--- src/rtl/pei_pkg.sv ---
package pei_pkg;

    localparam int DATA_W   = 8;
    localparam int ADDR_W   = 8;
    localparam int GRP_W    = DATA_W;
    localparam int N_GRP    = 2;
    localparam int SYNC_W   = 1 + N_GRP * GRP_W;
    localparam int SRC_W    = 2;

    localparam logic [ADDR_W-1:0] ADR_MASK_LO = 8'h12;
    localparam logic [ADDR_W-1:0] ADR_MASK_HI = 8'h20;
    localparam logic [ADDR_W-1:0] ADR_SENSE   = 8'h35;
    localparam logic [ADDR_W-1:0] ADR_FLAG    = 8'h3A;
    localparam logic [ADDR_W-1:0] ADR_SRC_EN  = 8'h3B;

    localparam int BIT_EXT = 6;
    localparam int BIT_G1  = 5;
    localparam int BIT_G0  = 4;

    typedef enum logic [1:0] {
        SNS_LOW  = 2'b00,
        SNS_ANY  = 2'b01,
        SNS_FALL = 2'b10,
        SNS_RISE = 2'b11
    } sense_e;

    typedef enum logic [SRC_W-1:0] {
        SRC_EXT  = 2'd0,
        SRC_G0   = 2'd1,
        SRC_G1   = 2'd2,
        SRC_NONE = 2'd3
    } src_e;

    typedef struct packed {
        logic ext;
        logic g1;
        logic g0;
    } src_vec_t;

    localparam src_vec_t SRC_VEC_ZERO = '{ext: 1'b0, g1: 1'b0, g0: 1'b0};

    // Qualify a transition of the external pin under the selected mode
    function automatic logic ext_event(sense_e mode, logic cur, logic prev);
        logic hit;
        unique case (mode)
            SNS_ANY:  hit = cur ^ prev;
            SNS_FALL: hit = prev & ~cur;
            SNS_RISE: hit = cur & ~prev;
            default:  hit = 1'b0;
        endcase
        return hit;
    endfunction

    // Place a per-source vector at its register bit positions
    function automatic logic [DATA_W-1:0] src_to_byte(src_vec_t v);
        logic [DATA_W-1:0] b;
        b          = '0;
        b[BIT_EXT] = v.ext;
        b[BIT_G1]  = v.g1;
        b[BIT_G0]  = v.g0;
        return b;
    endfunction

    function automatic src_vec_t byte_to_src(logic [DATA_W-1:0] b);
        src_vec_t v;
        v.ext = b[BIT_EXT];
        v.g1  = b[BIT_G1];
        v.g0  = b[BIT_G0];
        return v;
    endfunction

endpackage

--- src/rtl/pei_sync.sv ---
module pei_sync #(
    parameter int W = 1
) (
    input  logic         clk,
    input  logic         rst,
    input  logic [W-1:0] din,
    output logic [W-1:0] cur,
    output logic [W-1:0] prev
);
    logic [W-1:0] stage1;
    logic [W-1:0] stage2;
    logic [W-1:0] stage3;

    for (genvar i = 0; i < W; i++) begin : g_bit
        always_ff @(posedge clk) begin
            if (rst) begin
                stage1[i] <= 1'b0;
                stage2[i] <= 1'b0;
                stage3[i] <= 1'b0;
            end else begin
                stage1[i] <= din[i];
                stage2[i] <= stage1[i];
                stage3[i] <= stage2[i];
            end
        end
    end

    assign cur  = stage2;
    assign prev = stage3;
endmodule

--- src/rtl/pei_detect.sv ---
module pei_detect
    import pei_pkg::*;
(
    input  logic                        ext_cur,
    input  logic                        ext_prev,
    input  logic [N_GRP-1:0][GRP_W-1:0] grp_cur,
    input  logic [N_GRP-1:0][GRP_W-1:0] grp_prev,
    input  logic [N_GRP-1:0][GRP_W-1:0] masks,
    input  sense_e                      sense,
    output src_vec_t                    ev
);
    logic [N_GRP-1:0] grp_hit;

    for (genvar g = 0; g < N_GRP; g++) begin : g_grp
        assign grp_hit[g] = |((grp_cur[g] ^ grp_prev[g]) & masks[g]);
    end

    always_comb begin
        ev.ext = ext_event(sense, ext_cur, ext_prev);
        ev.g0  = grp_hit[0];
        ev.g1  = grp_hit[1];
    end
endmodule

--- src/rtl/pei_regs.sv ---
module pei_regs
    import pei_pkg::*;
(
    input  logic                        clk,
    input  logic                        rst,
    input  logic [ADDR_W-1:0]           bus_addr,
    input  logic                        bus_wr,
    input  logic [DATA_W-1:0]           bus_wdata,
    output logic [DATA_W-1:0]           bus_rdata,
    input  src_vec_t                    ev,
    input  src_vec_t                    ack_clr,
    output logic [N_GRP-1:0][GRP_W-1:0] masks,
    output src_vec_t                    src_en,
    output sense_e                      sense,
    output src_vec_t                    flags
);
    logic [N_GRP-1:0][GRP_W-1:0] masks_q;
    src_vec_t                    en_q;
    sense_e                      sense_q;
    sense_e                      sense_n;
    src_vec_t                    flags_q;
    src_vec_t                    flags_n;
    src_vec_t                    w1c;
    logic                        wr_mask_lo;
    logic                        wr_mask_hi;
    logic                        wr_en;
    logic                        wr_sense;
    logic                        wr_flag;

    assign wr_mask_lo = bus_wr && (bus_addr == ADR_MASK_LO);
    assign wr_mask_hi = bus_wr && (bus_addr == ADR_MASK_HI);
    assign wr_en      = bus_wr && (bus_addr == ADR_SRC_EN);
    assign wr_sense   = bus_wr && (bus_addr == ADR_SENSE);
    assign wr_flag    = bus_wr && (bus_addr == ADR_FLAG);

    always_comb begin
        sense_n = wr_sense ? sense_e'(bus_wdata[1:0]) : sense_q;
        w1c     = wr_flag ? byte_to_src(bus_wdata) : SRC_VEC_ZERO;
        // A new event outranks any clear in the same cycle
        flags_n.g0  = ev.g0  | (flags_q.g0  & ~w1c.g0  & ~ack_clr.g0);
        flags_n.g1  = ev.g1  | (flags_q.g1  & ~w1c.g1  & ~ack_clr.g1);
        flags_n.ext = ev.ext | (flags_q.ext & ~w1c.ext & ~ack_clr.ext);
        // The external flag is pinned low while level sensing is selected
        if (sense_n == SNS_LOW) begin
            flags_n.ext = 1'b0;
        end
    end

    always_ff @(posedge clk) begin
        if (rst) begin
            masks_q <= '0;
            en_q    <= SRC_VEC_ZERO;
            sense_q <= SNS_LOW;
            flags_q <= SRC_VEC_ZERO;
        end else begin
            if (wr_mask_lo) masks_q[0] <= bus_wdata;
            if (wr_mask_hi) masks_q[1] <= bus_wdata;
            if (wr_en)      en_q       <= byte_to_src(bus_wdata);
            sense_q <= sense_n;
            flags_q <= flags_n;
        end
    end

    always_comb begin
        unique case (bus_addr)
            ADR_MASK_LO: bus_rdata = masks_q[0];
            ADR_MASK_HI: bus_rdata = masks_q[1];
            ADR_SRC_EN:  bus_rdata = src_to_byte(en_q);
            ADR_FLAG:    bus_rdata = src_to_byte(flags_q);
            ADR_SENSE:   bus_rdata = {{(DATA_W-2){1'b0}}, sense_q};
            default:     bus_rdata = '0;
        endcase
    end

    assign masks  = masks_q;
    assign src_en = en_q;
    assign sense  = sense_q;
    assign flags  = flags_q;
endmodule

--- src/rtl/pei_arbiter.sv ---
module pei_arbiter
    import pei_pkg::*;
(
    input  src_vec_t         flags,
    input  src_vec_t         src_en,
    input  sense_e           sense,
    input  logic             ext_level,
    input  logic             global_ie,
    input  logic             irq_ack,
    output logic             irq_req,
    output logic [SRC_W-1:0] irq_src,
    output src_vec_t         ack_clr
);
    src_vec_t pend;
    src_e     pick;

    always_comb begin
        pend.ext = global_ie & src_en.ext &
                   ((sense == SNS_LOW) ? ~ext_level : flags.ext);
        pend.g0  = global_ie & src_en.g0 & flags.g0;
        pend.g1  = global_ie & src_en.g1 & flags.g1;

        if (pend.ext)     pick = SRC_EXT;
        else if (pend.g0) pick = SRC_G0;
        else if (pend.g1) pick = SRC_G1;
        else              pick = SRC_NONE;

        ack_clr     = SRC_VEC_ZERO;
        ack_clr.ext = irq_ack && (pick == SRC_EXT);
        ack_clr.g0  = irq_ack && (pick == SRC_G0);
        ack_clr.g1  = irq_ack && (pick == SRC_G1);
    end

    assign irq_req = (pick != SRC_NONE);
    assign irq_src = pick;
endmodule

--- src/rtl/pin_event_irq.sv ---
module pin_event_irq
    import pei_pkg::*;
(
    input  logic              clk,
    input  logic              rst,
    input  logic              ext_pin,
    input  logic [GRP_W-1:0]  pin_lo,
    input  logic [GRP_W-1:0]  pin_hi,
    input  logic [ADDR_W-1:0] bus_addr,
    input  logic              bus_wr,
    input  logic [DATA_W-1:0] bus_wdata,
    output logic [DATA_W-1:0] bus_rdata,
    input  logic              global_ie,
    input  logic              irq_ack,
    output logic              irq_req,
    output logic [SRC_W-1:0]  irq_src
);
    logic [SYNC_W-1:0]           s_cur;
    logic [SYNC_W-1:0]           s_prev;
    logic [N_GRP-1:0][GRP_W-1:0] grp_cur;
    logic [N_GRP-1:0][GRP_W-1:0] grp_prev;
    logic [N_GRP-1:0][GRP_W-1:0] masks;
    src_vec_t                    ev;
    src_vec_t                    ack_clr;
    src_vec_t                    src_en;
    src_vec_t                    flags;
    sense_e                      sense;

    pei_sync #(.W(SYNC_W)) u_sync (
        .clk  (clk),
        .rst  (rst),
        .din  ({pin_hi, pin_lo, ext_pin}),
        .cur  (s_cur),
        .prev (s_prev)
    );

    assign grp_cur  = s_cur[SYNC_W-1:1];
    assign grp_prev = s_prev[SYNC_W-1:1];

    pei_detect u_detect (
        .ext_cur  (s_cur[0]),
        .ext_prev (s_prev[0]),
        .grp_cur  (grp_cur),
        .grp_prev (grp_prev),
        .masks    (masks),
        .sense    (sense),
        .ev       (ev)
    );

    pei_regs u_regs (
        .clk       (clk),
        .rst       (rst),
        .bus_addr  (bus_addr),
        .bus_wr    (bus_wr),
        .bus_wdata (bus_wdata),
        .bus_rdata (bus_rdata),
        .ev        (ev),
        .ack_clr   (ack_clr),
        .masks     (masks),
        .src_en    (src_en),
        .sense     (sense),
        .flags     (flags)
    );

    pei_arbiter u_arb (
        .flags     (flags),
        .src_en    (src_en),
        .sense     (sense),
        .ext_level (s_cur[0]),
        .global_ie (global_ie),
        .irq_ack   (irq_ack),
        .irq_req   (irq_req),
        .irq_src   (irq_src),
        .ack_clr   (ack_clr)
    );
endmodule

--- config.mk ---
export PLATFORM = sky130hd
export DESIGN_NAME = pin_event_irq
export DESIGN_NICKNAME = d
export VERILOG_FILES = /design/src/rtl/pei_pkg.sv /design/src/rtl/pei_sync.sv /design/src/rtl/pei_detect.sv /design/src/rtl/pei_regs.sv /design/src/rtl/pei_arbiter.sv /design/src/rtl/pin_event_irq.sv
export SDC_FILE = /design/constraint.sdc
export NUM_CORES = 1
export LEC_CHECK = 0
export BUFFER_PORTS_ARGS = -buffer_cell sky130_fd_sc_hd__buf_2
export CAP_MARGIN = 30
export CORE_ASPECT_RATIO = 1.2
export CORE_MARGIN = 1.5
export CORE_UTILIZATION = 59
export DETAILED_ROUTE_END_ITERATION = 10
export PLACE_DENSITY = 0.83
export SYNTH_ARGS = -nofsm -noshare
export SYNTH_HDL_FRONTEND = slang
export SYNTH_SLANG_ARGS = --single-unit
--- constraint.sdc ---
create_clock -name clk -period 3.75 [get_ports clk]
set_input_delay 0.375 -clock clk [delete_from_list [all_inputs] [get_ports clk]]
set_output_delay 0.375 -clock clk [all_outputs]
set_load 0.01 [all_outputs]
# ---- Word-level counts from Yosys, hierarchy flattened
# Cells that the tools add are included.
dict set report totals {
  register_bits 75
  in_bits 38
  elab_cells 123
}
dict set report op_classes {
  eq_ne 11
  muxes 8
  bitwise 30
  reduce_logical 14
}
# operator count
set ops {}
lappend ops {{$pmux W8 S5} 1}
lappend ops {{$eq A8 B6 Y1 const B} 4}
lappend ops {{$and A8 B8 Y8} 2}
lappend ops {{$reduce_or A8 Y1} 2}
lappend ops {{$xor A8 B8 Y8} 2}
lappend ops {{$and A1 B1 Y1} 14}
lappend ops {{$eq A8 B5 Y1 const B} 1}
lappend ops {{$logic_and A1 B1 Y1} 8}
lappend ops {{$not A1 Y1} 8}
lappend ops {{$eq A2 B2 Y1 const B} 3}
lappend ops {{$logic_not A2 Y1} 3}
lappend ops {{$mux W2} 3}
lappend ops {{$eq A2 B1 Y1 const B} 2}
lappend ops {{$mux W3} 1}
lappend ops {{$or A1 B1 Y1} 3}
lappend ops {{$pmux W1 S3} 1}
lappend ops {{$mux W1} 2}
lappend ops {{$ne A2 B2 Y1 const B} 1}
lappend ops {{$reduce_or A2 Y1} 1}
lappend ops {{$xor A1 B1 Y1} 1}

# ---- Depth between registers and ports, before layout
dict set report logic_depth {
  word_depth 10
  ltp_mapped 6
}

# ---- Cells and area by module
# A second synthesis with hierarchy kept.
dict set report unflattened {
  hier_cells 308
  area_unflattened_um2 3114.2
}
# module n_inst cells_per_inst area_per_inst_um2 seq_area_each_um2
set by_module_without_submodules {}
lappend by_module_without_submodules {pei_regs 1 152 1395.1 480.5}
lappend by_module_without_submodules {pei_sync 1 107 1365.1 1021.0}
lappend by_module_without_submodules {pei_detect 1 35 271.5 0.0}
lappend by_module_without_submodules {pei_arbiter 1 14 82.6 0.0}

# ---- Least setup slack after synthesis
# OpenSTA, ideal clock, no wires.
dict set report synth_path {
  path_kind {input -> output}
  startpoint {in bus_addr[0]}
  endpoint {out bus_rdata[4]}
  arrival_ns 1.741
  path_slack_ns 1.634
  path_stages 3
  n_path_buf 0
  cell_sequence {or4_4 nor3_1 a221o_1}
}
dict set report synth_via {
  elab_chain_len 2
  word_cells_on_any_way 6
}
# item line_no
set synth_lines {}
lappend synth_lines {{from (decl)} pin_event_irq.sv:9} ;# input logic [ADDR_W-1:0] bus_addr,
lappend synth_lines {{$eq A8 B6 Y1 or $eq A8 B5 Y1 (tied branches)} pei_regs.sv:65} ;# unique case (bus_addr)
lappend synth_lines {{$pmux W8 S5 *} pei_regs.sv:65}
lappend synth_lines {{to (decl)} pin_event_irq.sv:12} ;# output logic [DATA_W-1:0] bus_rdata,
# Mark *: on every way between the ends. The rest lies on a longest branch, timed or not.

# ---- Final worst setup path
dict set report layout_path {
  startpoint {in bus_addr[7]}
  endpoint {out bus_rdata[5]}
}
# Same word-level chain as after synthesis.

==> results.txt <==
* Final total power: roughly 1.5 mW
- Routability cong.: a little over 0.8
- Mean instance size in the synthesized netlist: just over 10 um2
- Part of the Yosys area used for sequential elements: 0.528
- Of the post-synthesis cell area, the part taken by muxes is 0.0427.
- After floorplanning, the core was divided into 27 placement rows.
- From bottom edge to top edge, the die measures between 70 and 80 um.
- Largest family of logic cells by synthesized area: simple AND/OR/NAND/NOR gates
- The run finished with clean final reports.
- In this run the worst hold path is classified as in -> reg.
- At the worst endpoint, the arrival time is between 1.5 and 2 ns.
- Including well taps, the total number of placed cells is 380.
- Number of distinct library cells after synthesis: between 40 and 50
- In this run the tool buffered the top-level ports with 48 buffer cells.
- CP required: between 3 and 4 ns
- Worst skew pair latency: 0.33 ns
* Gr usage total: 0.219
* CTS Root Buffer Type: clkbuf_8
- For this configuration, the core starts out at a cell density of 0.615.
* Net count of the mapped netlist: about 320
- In the final design database the tool counted 373 nets.
* TritonCTS Sinks: 75
- Main flop type after synthesis: dfxtp_1
- Of the total synthesized cell area, the portion taken by XOR and XNOR cells is 0.0493.
- Traced cell by cell, the critical path runs through buf_2 -> or4bb_1 -> nor4_1 -> a222oi_1 -> nand2_1 -> buf_2.
* Overall die area: about 0.0052 mm2
* Via count: between 2000 and 2500
* First-iteration detailed-routing DRC count: about 150
- Combined flip-flop and latch cell area: between 0.0015 and 0.002 mm2
* Synth Area in Compound Gates: 0.0928
* Lkg Pwr: between 1 and 1.5 nW
* Max stage delay on crit path: slightly below 0.6 ns
- The initial antenna violation count is 0.
- Clock transition at path regs: approximately 0.070 ns
- Worst setup path category: in -> out
* Critical-path maximum fanout: 5
* Fmax: ~440 MHz
* Setup tns final: 0 ns
- The number of hold buffers added after CTS was 0.
- CTS tree: built
- Combined area of the multi-input logic cells: 0.00127 mm2
* Min cycle time layout: roughly 2.3 ns
- Cell at the slowest stage of the critical path: or4bb_1
* Drt total wl: around 5300 um
* Critical Path Source Type: input port
- Max Cap Violations: 0
- Post-route clock skew: between 0.005 and 0.006 ns
* Unrepaired setup endpoints after global routing: no
- Number of buffers added for setup after CTS: 0
- Entering global routing, the biggest net connects 47 pins.
- In this run the horizontal extent of the chip is roughly 66 um.
- Buffer levels on the longest clock path: 2
* Max Slew Vio Count: 0
- Across the VDD grid, the largest voltage drop is 455 uV.
- Relative to the synthesized area, the layout overhead comes to 17.2%.
- Combined buffer and inverter count along the critical path: 2
- Worst setup EP type: output pin
- Number of top-level pins: 49
- Max-Slew Margin vs Limit: 0.483
- Post-place setup slack: ~1.5 ns
- Wire length of the first global-routing pass: between 8000 and 9000 um
- Dividing the final minimum period by the clock period gives 0.602.
* Fraction of the mapped netlist area in simple logic gates: 0.253
* CTS H-Tree Depth: 3
- Detail-routed via count per cell: roughly 5.4
- In this run the power density over the cells is about 450 mW/mm2.
- Leading cell types in the layout, fill and taps excluded: 75 x dfxtp_1, 51 x nor2b_1, 48 x buf_2, 21 x nand2_1, 16 x xor2_1
* HPWL after DPL: between 3000 and 4000 um
- Antenna Cells: 0
- Dividing the detail-routed wire length by the instance count gives around 13 um.
- After routing the design area is 0.00333 mm2.
- Post-detailed-placement cell area: between 0.003 and 0.004 mm2
- By instance count, the cell type seen most on the critical path is buf_2.
* Worst Max-Slew Pin Slew: 0.776 ns
- Congestion Overflow GR: 0
* Placeable core region: ~0.0046 mm2
- CTS buffer count: 9
* Number of detailed-routing iterations run before antenna repair: 4
- Worst-case setup margin in the final layout: between 1 and 1.5 ns
- Non-filler instance count after layout: 396
* Filler instances: between 300 and 400
- Commonest non-fill, non-tap cell in the layout: dfxtp_1
- Of the total synthesized cell area, the portion taken by full adders, half adders and majority gates is 0.00880.
* Synthesis Warnings: 0
* EDFF count, synth: 0
- Post-synthesis async set-or-reset flop share: 0
* Via count of the first global-routing pass: 1967
- Setup Viol. Count Final: 0
- Layout cells sized above 1: 0.219
- The final hold violation count came to 0.
- In this run, synthesis produced a sequential element count of 75.
- Mapped Cells: between 200 and 300
- Post-CTS Resized: 0
* Worst path top cell family by delay: simple AND/OR/NAND/NOR gates
- Residual antenna-violating net count after detailed routing: 0
- The mapped netlist covers ~0.0028 mm2.
* DRC: 0
-- cells in the mapped netlist, types with 2 or more instances --
master | number | area (um2)
or4bb_1 | 2 | 22.5
nand3_1 | 12 | 60.1
or3b_2 | 3 | 26.3
nand4_1 | 3 | 18.8
mux2i_1 | 11 | 110
and3_1 | 2 | 12.5
inv_1 | 7 | 26.3
nor2b_1 | 51 | 319
a21oi_1 | 12 | 60.1
a222oi_1 | 4 | 40.0
ha_1 | 2 | 25.0
a22o_1 | 3 | 26.3
or3_1 | 2 | 12.5
nand2_1 | 21 | 78.8
xor2_1 | 16 | 140
clkbuf_1 | 10 | 37.5
nor2_1 | 14 | 52.6
o2111a_1 | 2 | 22.5
dfxtp_1 | 75 | 1500
nor4_1 | 2 | 12.5
a22oi_1 | 8 | 60.1
-- routing by layer --
layer  track usage  routed length, um  up-vias
li1              -                  -     1074
met1         0.265               2300      965
met2         0.372               2560       76
met3        0.0567                344        9
met4        0.0796                 73        0
met5             0                  0        -
-- worst reg2reg max path: stages, from the launching register on --
cell	delay, ns
dfxtp_1	0.36
or3b_2	0.53
o2111a_1	0.21
or3b_2	0.48
a32o_1	0.25
-- worst paths after layout --
check | start | end | slack [ns] | cells past startpoint
worst max-delay path | bus_addr[7] | bus_rdata[5] | 1.49 | 6
worst min-delay path | ext_pin | u_sync.stage1[0] | 0.24 | 2
worst max register to register | u_regs.sense[1] | u_regs.flags[1] | 1.81 | 4
worst min register to register | u_sync.stage1[12] | u_sync.cur[12] | 0.44 | 1
-- kinds of logic after synthesis --
logic type / count (synthesis)
compound gates: 36
xor+xnor: 16
fa+ha+maj: 2
buf+inv: 19
flops: 75
mux: 12
simple gates: 123
-- layout make-up --
type / count / share of cell area
sequential: 75 / 0.450
timing repair buffer: 51 / 0.0788
clock buffer: 13 / 0.0537
multi-input combinational: 189 / 0.381
inverter: 7 / 0.00788
clock inverter: 3 / 0.00601
tap: 58 / 0.0218
-- sequential cells by signal (all words and copies together) (netlist names) --
signal / flops
u_sync.cur: 17
u_sync.prev: 17
u_sync.stage1: 17
u_regs.masks: 16
u_regs.flags: 3
u_regs.src_en: 3
u_regs.sense: 2
-- report_power, final --
group          leakage, nW  internal [mW]  total, mW  switching, mW
Combinational        0.721         0.0357     0.0753         0.0396
Clock               0.0977          0.311      0.583          0.272
Sequential           0.613          0.818      0.827        0.00838
-- metrics by stage --
step | hold slack [ns] | utilization
floorplan | 0.414 | -
global placement | 0.416 | 0.677
detailed placement | 0.421 | 0.677
CTS | 0.230 | 0.720
global route | 0.240 | 0.720
finish | 0.243 | 0.720
Power figures use the tool's default switching activity.
